==> src/rtl/pci_target_pkg.sv <==
package pci_target_pkg;

  localparam logic [3:0] CMD_MEM_RD      = 4'h6;
  localparam logic [3:0] CMD_MEM_WR      = 4'h7;
  localparam logic [3:0] CMD_MEM_RD_MULT = 4'hC;
  localparam logic [3:0] CMD_MEM_RD_LINE = 4'hE;
  localparam logic [3:0] CMD_MEM_WR_INV  = 4'hF;

  typedef enum logic [2:0] {
    ST_IDLE,
    ST_DECODE,
    ST_FETCH,
    ST_PRESENT,
    ST_ACCEPT,
    ST_POST,
    ST_DRAIN
  } tgtState_e;

  typedef struct packed {
    logic loadAddr;
    logic stepAddr;
    logic takeWrite;
    logic takeRead;
  } dpStrobe_t;

  function automatic logic cmdIsMem(logic [3:0] c);
    return (c == CMD_MEM_RD) || (c == CMD_MEM_RD_MULT) || (c == CMD_MEM_RD_LINE) ||
           (c == CMD_MEM_WR) || (c == CMD_MEM_WR_INV);
  endfunction

  function automatic logic cmdIsCfg(logic [3:0] c);
    return c[3:1] == 3'b101;
  endfunction

endpackage

==> src/rtl/pci_target_dp.sv <==
module pci_target_dp
  import pci_target_pkg::*;
#(
  parameter int          LOCAL_AW = 12,
  parameter logic [31:0] WIN_BASE = 32'h8000_0000,
  parameter int          WIN_LOG2 = 12
) (
  input  logic                clk,
  input  logic                rstN,
  input  dpStrobe_t           strobe,
  input  logic                rdMode,
  input  logic [31:0]         addrDataIn,
  input  logic [3:0]          cmdBeN,
  input  logic [31:0]         localRdData,
  output logic                winHit,
  output logic [31:0]         addrDataOut,
  output logic [LOCAL_AW-1:0] localAddr,
  output logic [3:0]          localByteEn,
  output logic [31:0]         localWrData
);

  localparam int WIN_TAG_W = 32 - WIN_LOG2;

  logic [LOCAL_AW-1:0] addrReg;
  logic [31:0]         wrReg;
  logic [31:0]         rdReg;
  logic [3:0]          laneReg;

  assign winHit = addrDataIn[31:WIN_LOG2] == WIN_BASE[31:WIN_LOG2];

  always_ff @(posedge clk or negedge rstN) begin
    if (!rstN) begin
      addrReg <= '0;
      wrReg   <= '0;
      rdReg   <= '0;
      laneReg <= '0;
    end else begin
      if (strobe.loadAddr) addrReg <= {addrDataIn[LOCAL_AW-1:2], 2'b00};
      else if (strobe.stepAddr) addrReg <= addrReg + LOCAL_AW'(4);
      if (strobe.takeWrite) begin
        wrReg   <= addrDataIn;
        laneReg <= ~cmdBeN;
      end
      if (strobe.takeRead) rdReg <= localRdData;
    end
  end

  assign localAddr   = addrReg;
  assign localWrData = wrReg;
  assign localByteEn = rdMode ? 4'hF : laneReg;
  assign addrDataOut = rdReg;

  // the window tag must leave at least one address bit to compare
  initial begin
    a_r2_window_width : assert (WIN_TAG_W > 0 && LOCAL_AW >= 3);
  end

endmodule

==> src/rtl/pci_target_fsm.sv <==
module pci_target_fsm
  import pci_target_pkg::*;
#(
  parameter int BURST_MAX = 8
) (
  input  logic      clk,
  input  logic      rstN,
  input  logic      cycleFrameN,
  input  logic      masterRdyN,
  input  logic [3:0] cmdBeN,
  input  logic      cfgSel,
  input  logic      winHit,
  input  logic      localAck,
  output dpStrobe_t strobe,
  output logic      claimN,
  output logic      slaveRdyN,
  output logic      haltN,
  output logic      addrDataOe,
  output logic      localReq,
  output logic      localWrite,
  output logic      localCfg
);

  localparam int CNT_W = $clog2(BURST_MAX) + 1;
  localparam logic [CNT_W-1:0] LAST_PHASE = CNT_W'(BURST_MAX - 1);

  tgtState_e        state;
  logic             prevFrameN;
  logic             finalSeen;
  logic [CNT_W-1:0] phaseCnt;

  logic addrPhase, memHit, cfgHit, hit, xfer, lastPhase;

  assign addrPhase = (state == ST_IDLE) && prevFrameN && !cycleFrameN;
  assign memHit    = winHit && cmdIsMem(cmdBeN);
  assign cfgHit    = cfgSel && cmdIsCfg(cmdBeN);
  assign hit       = memHit || cfgHit;
  assign xfer      = !slaveRdyN && !masterRdyN;
  assign lastPhase = phaseCnt == LAST_PHASE;

  always_comb begin
    strobe.loadAddr  = addrPhase && hit;
    strobe.takeRead  = (state == ST_FETCH) && localAck;
    strobe.takeWrite = (state == ST_ACCEPT) && xfer;
    strobe.stepAddr  = ((state == ST_PRESENT) && xfer) || ((state == ST_POST) && localAck);
  end

  assign localReq   = (state == ST_FETCH) || (state == ST_POST);
  assign addrDataOe = state == ST_PRESENT;

  always_ff @(posedge clk or negedge rstN) begin
    if (!rstN) begin
      state      <= ST_IDLE;
      prevFrameN <= 1'b1;
      claimN     <= 1'b1;
      slaveRdyN  <= 1'b1;
      haltN      <= 1'b1;
      localWrite <= 1'b0;
      localCfg   <= 1'b0;
      finalSeen  <= 1'b0;
      phaseCnt   <= '0;
    end else begin
      prevFrameN <= cycleFrameN;
      unique case (state)
        ST_IDLE: if (addrPhase && hit) begin
          state      <= ST_DECODE;
          localWrite <= cmdBeN[0];
          localCfg   <= cfgHit && !memHit;
          phaseCnt   <= '0;
        end
        ST_DECODE: begin
          claimN <= 1'b0;
          if (localWrite) begin
            state     <= ST_ACCEPT;
            slaveRdyN <= 1'b0;
            haltN     <= !lastPhase;
          end else begin
            state <= ST_FETCH;
          end
        end
        ST_FETCH: if (localAck) begin
          state     <= ST_PRESENT;
          slaveRdyN <= 1'b0;
          haltN     <= !lastPhase;
        end
        ST_PRESENT: if (xfer) begin
          slaveRdyN <= 1'b1;
          phaseCnt  <= phaseCnt + 1'b1;
          if (cycleFrameN) begin
            state  <= ST_IDLE;
            claimN <= 1'b1;
            haltN  <= 1'b1;
          end else if (lastPhase) begin
            state <= ST_DRAIN;
          end else begin
            state <= ST_FETCH;
          end
        end
        ST_ACCEPT: if (xfer) begin
          state     <= ST_POST;
          slaveRdyN <= 1'b1;
          phaseCnt  <= phaseCnt + 1'b1;
          finalSeen <= cycleFrameN;
          if (cycleFrameN) haltN <= 1'b1;
        end
        ST_POST: if (localAck) begin
          if (finalSeen) begin
            state  <= ST_IDLE;
            claimN <= 1'b1;
          end else if (!haltN) begin
            state <= ST_DRAIN;
          end else begin
            state     <= ST_ACCEPT;
            slaveRdyN <= 1'b0;
            haltN     <= !lastPhase;
          end
        end
        ST_DRAIN: if (cycleFrameN) begin
          state  <= ST_IDLE;
          claimN <= 1'b1;
          haltN  <= 1'b1;
        end
        default: state <= ST_IDLE;
      endcase
    end
  end

  // claimed address phase -> idle one clock, then claim
  a_r3_medium_claim : assert property (@(posedge clk) disable iff (!rstN)
    (addrPhase && hit) |=> (claimN ##1 !claimN));

  // unclaimed address phase leaves the bus alone
  a_r2_miss_ignored : assert property (@(posedge clk) disable iff (!rstN)
    (addrPhase && !hit) |=> (claimN && !localReq));

  // a ready target keeps waiting while the initiator stalls
  a_r4_trdy_held : assert property (@(posedge clk) disable iff (!rstN)
    (!slaveRdyN && masterRdyN) |=> !slaveRdyN);

  // stop and ready only appear inside a claimed cycle
  a_r7_stop_claimed : assert property (@(posedge clk) disable iff (!rstN)
    (!haltN || !slaveRdyN) |-> !claimN);

  // read completed with frame high releases everything
  a_r8_release : assert property (@(posedge clk) disable iff (!rstN)
    (addrDataOe && xfer && cycleFrameN) |=> (claimN && slaveRdyN && haltN));

endmodule

==> src/rtl/pci_target_ctrl.sv <==
module pci_target_ctrl
  import pci_target_pkg::*;
#(
  parameter int          LOCAL_AW  = 12,
  parameter logic [31:0] WIN_BASE  = 32'h8000_0000,
  parameter int          WIN_LOG2  = 12,
  parameter int          BURST_MAX = 8
) (
  input  logic                clk,
  input  logic                rstN,
  input  logic [31:0]         addrDataIn,
  input  logic [3:0]          cmdBeN,
  input  logic                cycleFrameN,
  input  logic                masterRdyN,
  input  logic                cfgSel,
  output logic [31:0]         addrDataOut,
  output logic                addrDataOe,
  output logic                claimN,
  output logic                slaveRdyN,
  output logic                haltN,
  output logic [LOCAL_AW-1:0] localAddr,
  output logic [3:0]          localByteEn,
  output logic [31:0]         localWrData,
  output logic                localWrite,
  output logic                localCfg,
  output logic                localReq,
  input  logic [31:0]         localRdData,
  input  logic                localAck
);

  dpStrobe_t strobe;
  logic      winHit;

  pci_target_fsm #(.BURST_MAX(BURST_MAX)) i_fsm (
    .clk(clk), .rstN(rstN), .cycleFrameN(cycleFrameN), .masterRdyN(masterRdyN),
    .cmdBeN(cmdBeN), .cfgSel(cfgSel), .winHit(winHit), .localAck(localAck),
    .strobe(strobe), .claimN(claimN), .slaveRdyN(slaveRdyN), .haltN(haltN),
    .addrDataOe(addrDataOe), .localReq(localReq), .localWrite(localWrite),
    .localCfg(localCfg)
  );

  pci_target_dp #(.LOCAL_AW(LOCAL_AW), .WIN_BASE(WIN_BASE), .WIN_LOG2(WIN_LOG2)) i_dp (
    .clk(clk), .rstN(rstN), .strobe(strobe), .rdMode(!localWrite),
    .addrDataIn(addrDataIn), .cmdBeN(cmdBeN), .localRdData(localRdData),
    .winHit(winHit), .addrDataOut(addrDataOut), .localAddr(localAddr),
    .localByteEn(localByteEn), .localWrData(localWrData)
  );

  // read data on the bus does not move while the initiator stalls
  a_r4_data_stable : assert property (@(posedge clk) disable iff (!rstN)
    (addrDataOe && masterRdyN) |=> $stable(addrDataOut));

  // reads always request all byte lanes
  a_r5_full_lanes : assert property (@(posedge clk) disable iff (!rstN)
    (localReq && !localWrite) |-> (localByteEn == 4'hF));

endmodule

==> config.mk <==
export PLATFORM = sky130hd
export DESIGN_NAME = pci_target_ctrl
export DESIGN_NICKNAME = d
export VERILOG_FILES = /design/src/rtl/pci_target_pkg.sv /design/src/rtl/pci_target_dp.sv /design/src/rtl/pci_target_fsm.sv /design/src/rtl/pci_target_ctrl.sv
export SDC_FILE = /design/constraint.sdc
export NUM_CORES = 1
export LEC_CHECK = 0
export ABC_AREA = 1
export BUFFER_PORTS_ARGS = -buffer_cell sky130_fd_sc_hd__buf_4
export CORE_MARGIN = 8
export CORE_UTILIZATION = 30
export CTS_BUF_LIST = sky130_fd_sc_hd__clkbuf_16
export DETAILED_ROUTE_END_ITERATION = 10
export HOLD_SLACK_MARGIN = 0.15
export PLACE_DENSITY = 0.53
export SLEW_MARGIN = 10
export SYNTH_ARGS = -nofsm -noshare
export SYNTH_HDL_FRONTEND = slang
export SYNTH_SLANG_ARGS = --single-unit
==> constraint.sdc <==
create_clock -name clk -period 3.65 [get_ports clk]
set_input_delay 0 -clock clk [delete_from_list [all_inputs] [get_ports clk]]
set_output_delay 0 -clock clk [all_outputs]
set_load 0.01 [all_outputs]
---- Word-level counts from Yosys, hierarchy flattened ----
Cells that the tools add are included.
storage, ports and cells
  bits in latches ......................... 0
  bits in read-only memories .............. 0
  word-level logic and storage cells ...... 116
  output and inout bits ................... 87
  memory bits (writable) .................. 0
  memories ................................ 0
  register bits ........................... 94
operators by class
  div/mod/pow operators ................... 0
  add/subtract/negate cells ............... 2
  reductions and logical operators ........ 37
  muxes and demuxes ....................... 38
  eq/ne operators ......................... 25
  shift-type cells ........................ 0
  $lt $le $gt $ge ......................... 0
  multiply operators ...................... 0
  bitwise logic cells ..................... 1
operator list
  operator                                               number
  2-to-1 mux 3 bit                                       10
  2-to-1 mux 12 bit                                      2
  one-hot mux 3 bit (7 select lines)                     1
  == test 20 bit, second input constant                  1
  2-to-1 mux 1 bit                                       17
  inequality test 2 x 1 -> 1 bit, second input constant  7
  adder 12 x 3 -> 12 bit, second input constant          1
  == test 3 bit, second input constant                   4
  == test 4 x 3 -> 1 bit, second input constant          3
  == test 4 bit, second input constant                   3
  2-to-1 mux 4 bit                                       3
  AND reduction 6 bit                                    2
  logical AND 1 bit                                      11
  inequality test 2 bit, second input constant           4
  one-hot mux 1 bit (4 select lines)                     2
  one-hot mux 4 bit (2 select lines)                     1
  nonzero test 4 bit                                     2
  logical OR 1 bit                                       7
  AND reduction 7 bit                                    1
  == test 3 x 2 -> 1 bit, second input constant          2
  zero test 1 bit                                        5
  one-hot mux 1 bit (5 select lines)                     1
  nonzero test 5 bit                                     1
  adder 4 x 1 -> 4 bit, second input constant            1
  9 further kinds                                        11

---- Depth between registers and ports, before layout ----
  depth after elaboration ................. 10
  gate-level depth with buffers ........... 11
  gate-level depth less buffers ........... 11

---- Cells and area by module ----
From an unflattened synthesis, not the netlist that was laid out.
unflattened totals
  cells, all modules ...................... 468
  area total of the unflattened synthesis .. 4,365.4 µm²
by module, submodules not included
  module           cells an instance  area each (µm²)  times used  seq. area each (µm²)
  pci_target_dp    313                3,251.9          1           1,951.9
  pci_target_fsm   154                1,109.8          1           355.3
  pci_target_ctrl  1                  3.8              1           0.0

---- Least setup slack after synthesis ----
OpenSTA, ideal clock, no wires.
  kind .................................... register -> register
  start ................................... register i_fsm.state[1]
  end ..................................... register i_dp.addrReg[5], in the netlist i_dp.localAddr[5]
  cell stages (with the launch flop) ...... 10
  required time ........................... 3,529 ps
  buffers on the path ..................... 1
  data arrival time ....................... 1,355 ps
  slack ................................... 2,173 ps
  setup time .............................. 121 ps
  cells stage by stage .................... dfrtp_1 -> nor3_2 -> nand3_2 -> nor2_1 -> inv_2 -> nand2_4 -> buf_8 -> nand2_1 -> nand2_1 -> nor2_2
on the way
  cells in the longest elaborated chain, start to end .. 5
RTL lines
  what                                                            RTL line              source
  from (decl)                                                     pci_target_fsm.sv:27  tgtState_e state;
  from (signal assigned)                                          pci_target_fsm.sv:53  state <= ST_IDLE;
  from (signal assigned)                                          pci_target_fsm.sv:66  state <= ST_DECODE;
  from (signal assigned)                                          pci_target_fsm.sv:74  state <= ST_ACCEPT;
  zero test 3 bit                                                 pci_target_fsm.sv:34  assign addrPhase = (state == ST_IDLE) && prevFrameN && !cycleFrameN;
  logical AND 1 bit (2 in series)                                 pci_target_fsm.sv:34
  logical AND 1 bit                                               pci_target_fsm.sv:42  strobe.loadAddr = addrPhase && hit;
  2-to-1 mux 12 bit / nonzero test 2 bit (equally long branches)  n/a
  to (signal assigned)                                            pci_target_dp.sv:38   if (strobe.loadAddr) addrReg <= {addrDataIn[LOCAL_AW-1:2], 2'b00};
  to (signal assigned)                                            pci_target_dp.sv:39   else if (strobe.stepAddr) addrReg <= addrReg + LOCAL_AW'(4);
  to (decl)                                                       pci_target_dp.sv:24   logic [LOCAL_AW-1:0] addrReg;
Parallel ways exist; a longest one is shown, timed or not.
A chain may end at the register's enable or synchronous reset.

---- Worst setup path in the final report ----
  start ................................... register i_fsm.state[0]
  end ..................................... register i_dp.rdReg[10], in the netlist i_dp.addrDataOut[10]
on the way
  cells in the longest elaborated chain, start to end .. 2
RTL lines
  what                    RTL line              source
  == test 3 x 2 -> 1 bit  pci_target_fsm.sv:43  strobe.takeRead = (state == ST_FETCH) && localAck;
  logical AND 1 bit       pci_target_fsm.sv:43
  to (signal assigned)    pci_target_dp.sv:44   if (strobe.takeRead) rdReg <= localRdData;
  to (decl)               pci_target_dp.sv:26   logic [31:0] rdReg;
Every way passes these cells.

==> flow_metrics.tcl <==
set metrics [dict create \
    global_route_wire_length_before_repair_um 20630 \
    yosys.area.top_type "sky130_fd_sc_hd__dfrtp_1" \
    cts.path.max_buffers 2 \
    port_buffers 158 \
    synth_area_leaders "sky130_fd_sc_hd__dfrtp_1, sky130_fd_sc_hd__mux2_4, sky130_fd_sc_hd__nand2_1, sky130_fd_sc_hd__mux2_2, sky130_fd_sc_hd__nor2_1" \
    grt_start_max_net_pins 55 \
    r2r_setup_slack_ps 1570 \
    cellPowerDensity_nw_per_um2 752.2 \
    rsz0062_at_grt "no" \
    power.static_leakage_nw 3.424 \
    clk_root_buffer_cell "sky130_fd_sc_hd__clkbuf_16" \
    async_reset_ff_share_pct 100.0 \
    internal_power_mw 3.334 \
    setup-violations-final 0 \
    ys_warn_count 0 \
    r2r.worst_path.cells 5 \
    switching_share_pct 34.07 \
    worst_path_dominant_cell_family "simple AND/OR/NAND/NOR gates" \
    grt.total_usage_pct 13.97 \
    drc_errors 0 \
    first_pass_iters 4 \
    synth_cell_type_count 38 \
    pin_count 161 \
    cp.arrival_ps 2300 \
    power.sequential.fraction_pct 35.6 \
    netlist_area_um2 4354 \
    min-delay-path-class "in -> reg" \
    hold_end "i_fsm.state[0]$_DFFE_PN0P_" \
    synth_sequential_area_ratio_pct 52.99 \
    htree_num_levels 3 \
    dr_total_vias 3694 \
    fin_tns_setup_ps 0 \
    worstPathCellList "inv_2 -> nand2_1 -> nor2_4 -> nand2_2 -> mux2_4" \
    worstPathBufferInverterCount 1 \
    launching_point_of_the_worst_reg2reg_path "i_fsm.state[0]$_DFFE_PN0P_" \
    initial_antenna_violation_count 0 \
    syn-mean-instance-area_um2 10.52 \
    share_clk_of_total_power_pct 21.2 \
    synth_top_area_share_pct 50.57 \
    skew_final_ps 6.072 \
    number_of_diodes 0 \
    dpl.hpwl_um 8927 \
    sum_of_routed_wire_length_over_all_layers_um 12770 \
    post_route_cells_drive_above_1_share_pct 40.28 \
    status "completed" \
    critical-path-slowest-cell "sky130_fd_sc_hd__nand2_2" \
    layoutNonFillerInstCount 832 \
    crit_path_max_fanout 32 \
    worstPathRequired_ps 3870 \
    area.growth.synth_to_final_pct 54.40 \
    worst_setup_path_start_kind "flip-flop" \
    worst_pin_slew_ps 1083 \
    critical-path-max-stage-delay_ps 610 \
    timing.max_cap.violations 0 \
    cp-end-kind "flip-flop" \
    synth-seq-cells 92 \
    fin_crit_ps 2078 \
    first_global_vias 4103 \
    count_of_clock_tree_sinks 92 \
    cts_inserted_buffers 9 \
    drt_first_iter_violations 127 \
    placeableCoreArea_um2 14370 \
    final.period_utilization_pct 56.93 \
    detail_route.wl_per_cell_um 15.35 \
    horizontal_die_dimension_um 136.5 \
    post_synth_most_frequent_cells "sky130_fd_sc_hd__dfrtp_1, sky130_fd_sc_hd__nand2_1, sky130_fd_sc_hd__nor2_1" \
    synth_top_flop_cell "sky130_fd_sc_hd__dfrtp_1" \
    combinational_cell_fraction_of_total_power_pct 43.2 \
    initial_utilization_pct 30.30 \
    worst_slack_ps 1572 \
    report.final.hold_viol_count 0 \
    routabilityCongestion 0.8731 \
    grt.overflow.total 0 \
    cts_tree "done" \
    cts.repair.resized 0 \
    power.net_switching_mw 1.723 \
    critPathKind "reg -> reg" \
    synth_most_common_cell "sky130_fd_sc_hd__dfrtp_1" \
    antenna_violating_nets_post_route 0 \
    timing.hold.worst.start "masterRdyN" \
    die-height_um 136.5 \
    fmax_ghz 0.4812 \
    viasPerCell 4.440 \
    placed_cells 745 \
    clkLatencyLatePin_ps 350 \
    clkSlewWorstSetupHoldPaths_ps 60 \
    design.final.nets 720 \
    power.total_mw 5.057 \
    placement.setup.worst_slack_ps 1565 \
    placementRows 44 \
    slew_violations 0 \
    vdd_drop_max_mv 0.3220 \
    post_synth_inst_count 414 \
    die_area_um2 18630 \
    timing.hold.worst_path_depth 4 \
    critical_path.reg2reg.endpoint "i_dp.addrDataOut[10]$_DFFE_PN0P_" \
    max-slew-margin-rel_pct 27.53 \
    count_of_flip_flops_with_a_built_in_enable_after_synthesis 0 \
]
-- cells in the final DEF (no fill, tap or decap), types with 9 or more instances in the layout --
| cell type | netlist | routed |
|---|---|---|
| sky130_fd_sc_hd__buf_4 | 3 | 159 |
| sky130_fd_sc_hd__clkbuf_16 | 0 | 9 |
| sky130_fd_sc_hd__dfrtp_1 | 88 | 88 |
| sky130_fd_sc_hd__dlygate4sd3_1 | 0 | 72 |
| sky130_fd_sc_hd__inv_1 | 32 | 32 |
| sky130_fd_sc_hd__mux2_2 | 22 | 22 |
| sky130_fd_sc_hd__mux2_4 | 30 | 30 |
| sky130_fd_sc_hd__nand2_1 | 77 | 77 |
| sky130_fd_sc_hd__nand3_1 | 23 | 23 |
| sky130_fd_sc_hd__nor2_1 | 36 | 36 |
| sky130_fd_sc_hd__o21ai_0 | 23 | 23 |
-- routing by layer --
layer	vias up	wire [µm]	global-route usage (%)
met4	0	205	5.613
li1	1810	-	-
met1	1720	5655	16.79
met2	151	5537	21.74
met5	-	0	0
met3	13	1372	5.728
-- logic make-up after synthesis --
family	share of synthesized area [%]
adder cells (fa/ha/maj)	0.5746
buffers and inverters	5.891
multiplexers	16.03
other	0.08612
AND/OR/NAND/NOR	18.33
XOR/XNOR	0.6036
flip-flops	52.99
AO/OA/AOI/OAI	5.489
-- sequential cells by signal, indices dropped and copies added, names as in the netlist --
register / count
i_dp.localWrData: 32
i_fsm.haltN: 1
i_dp.laneReg: 4
i_dp.localAddr: 10
i_fsm.state: 3
i_fsm.localWrite: 1
i_fsm.slaveRdyN: 1
i_fsm.claimN: 1
i_fsm.localCfg: 1
i_fsm.prevFrameN: 1
i_dp.addrDataOut: 32
i_fsm.phaseCnt: 4
i_fsm.finalSeen: 1
-- area by class of cell --
class                           count  area [µm²]
Clock buffer                        9       225.2
Sequential cell                    92        2307
Inverter                           37       138.9
Tap cell                          184       230.2
Clock inverter                      6       112.6
Timing Repair Buffer              231        1914
Fill cell                        1303        7646
Multi-Input combinational cell    273        1794
-- worst max-delay path by stage --
stage	startpoint	to	slack (ps)	cells after the start
after global routing	i_fsm.state[1]$_DFFE_PN0P_	i_dp.localWrData[16]$_DFFE_PN0P_	1420	5
after detailed placement	i_fsm.state[0]$_DFFE_PN0P_	i_dp.addrDataOut[2]$_DFFE_PN0P_	1560	5
after floorplan	i_fsm.state[1]$_DFFE_PN0P_	i_dp.localAddr[5]$_DFFE_PN0P_	2170	9
final	i_fsm.state[0]$_DFFE_PN0P_	i_dp.addrDataOut[10]$_DFFE_PN0P_	1570	5
after global placement	i_fsm.state[0]$_DFFE_PN0P_	i_dp.addrDataOut[7]$_DFFE_PN0P_	1620	5
after CTS	i_fsm.state[0]$_DFFE_PN0P_	i_dp.addrDataOut[2]$_DFFE_PN0P_	1570	5
-- power groups by stage --
stage / registers, mW / clock network, mW / logic [mW]
6_report: 1.80 / 1.07 / 2.19
5_1_grt: 1.86 / 1.15 / 2.41
4_1_cts: 1.80 / 1.11 / 2.22
3_5_place_dp: 1.80 / 0 / 2.15
3_3_place_gp: 1.79 / 0 / 2.14
2_1_floorplan: 1.93 / 0 / 1.01
-- through the flow --
step / util (%) / area [µm²] / hold slack, ps
5_1_grt: 46.79 / 6723 / 250.7
4_1_cts: 46.79 / 6723 / 191.6
3_3_place_gp: 39.42 / 5664 / 51.86
3_5_place_dp: 39.42 / 5664 / 54.76
6_report: 46.79 / 6723 / 212.6
2_1_floorplan: - / 4358 / -295.6
-- worst min-delay path, cell delays in order --
cell,delay [ps]
sky130_fd_sc_hd__buf_4,80
sky130_fd_sc_hd__nor2_1,90
sky130_fd_sc_hd__o22ai_1,190
sky130_fd_sc_hd__o21bai_2,150
-- timing repair --
| item | in CTS | in global routing |
|---|---|---|
| setup buffers | 0 | 0 |
| endpoints found under the hold margin | 130 | 0 |
| hold buffers | 72 | 0 |
(Power assumes the default switching activity.)
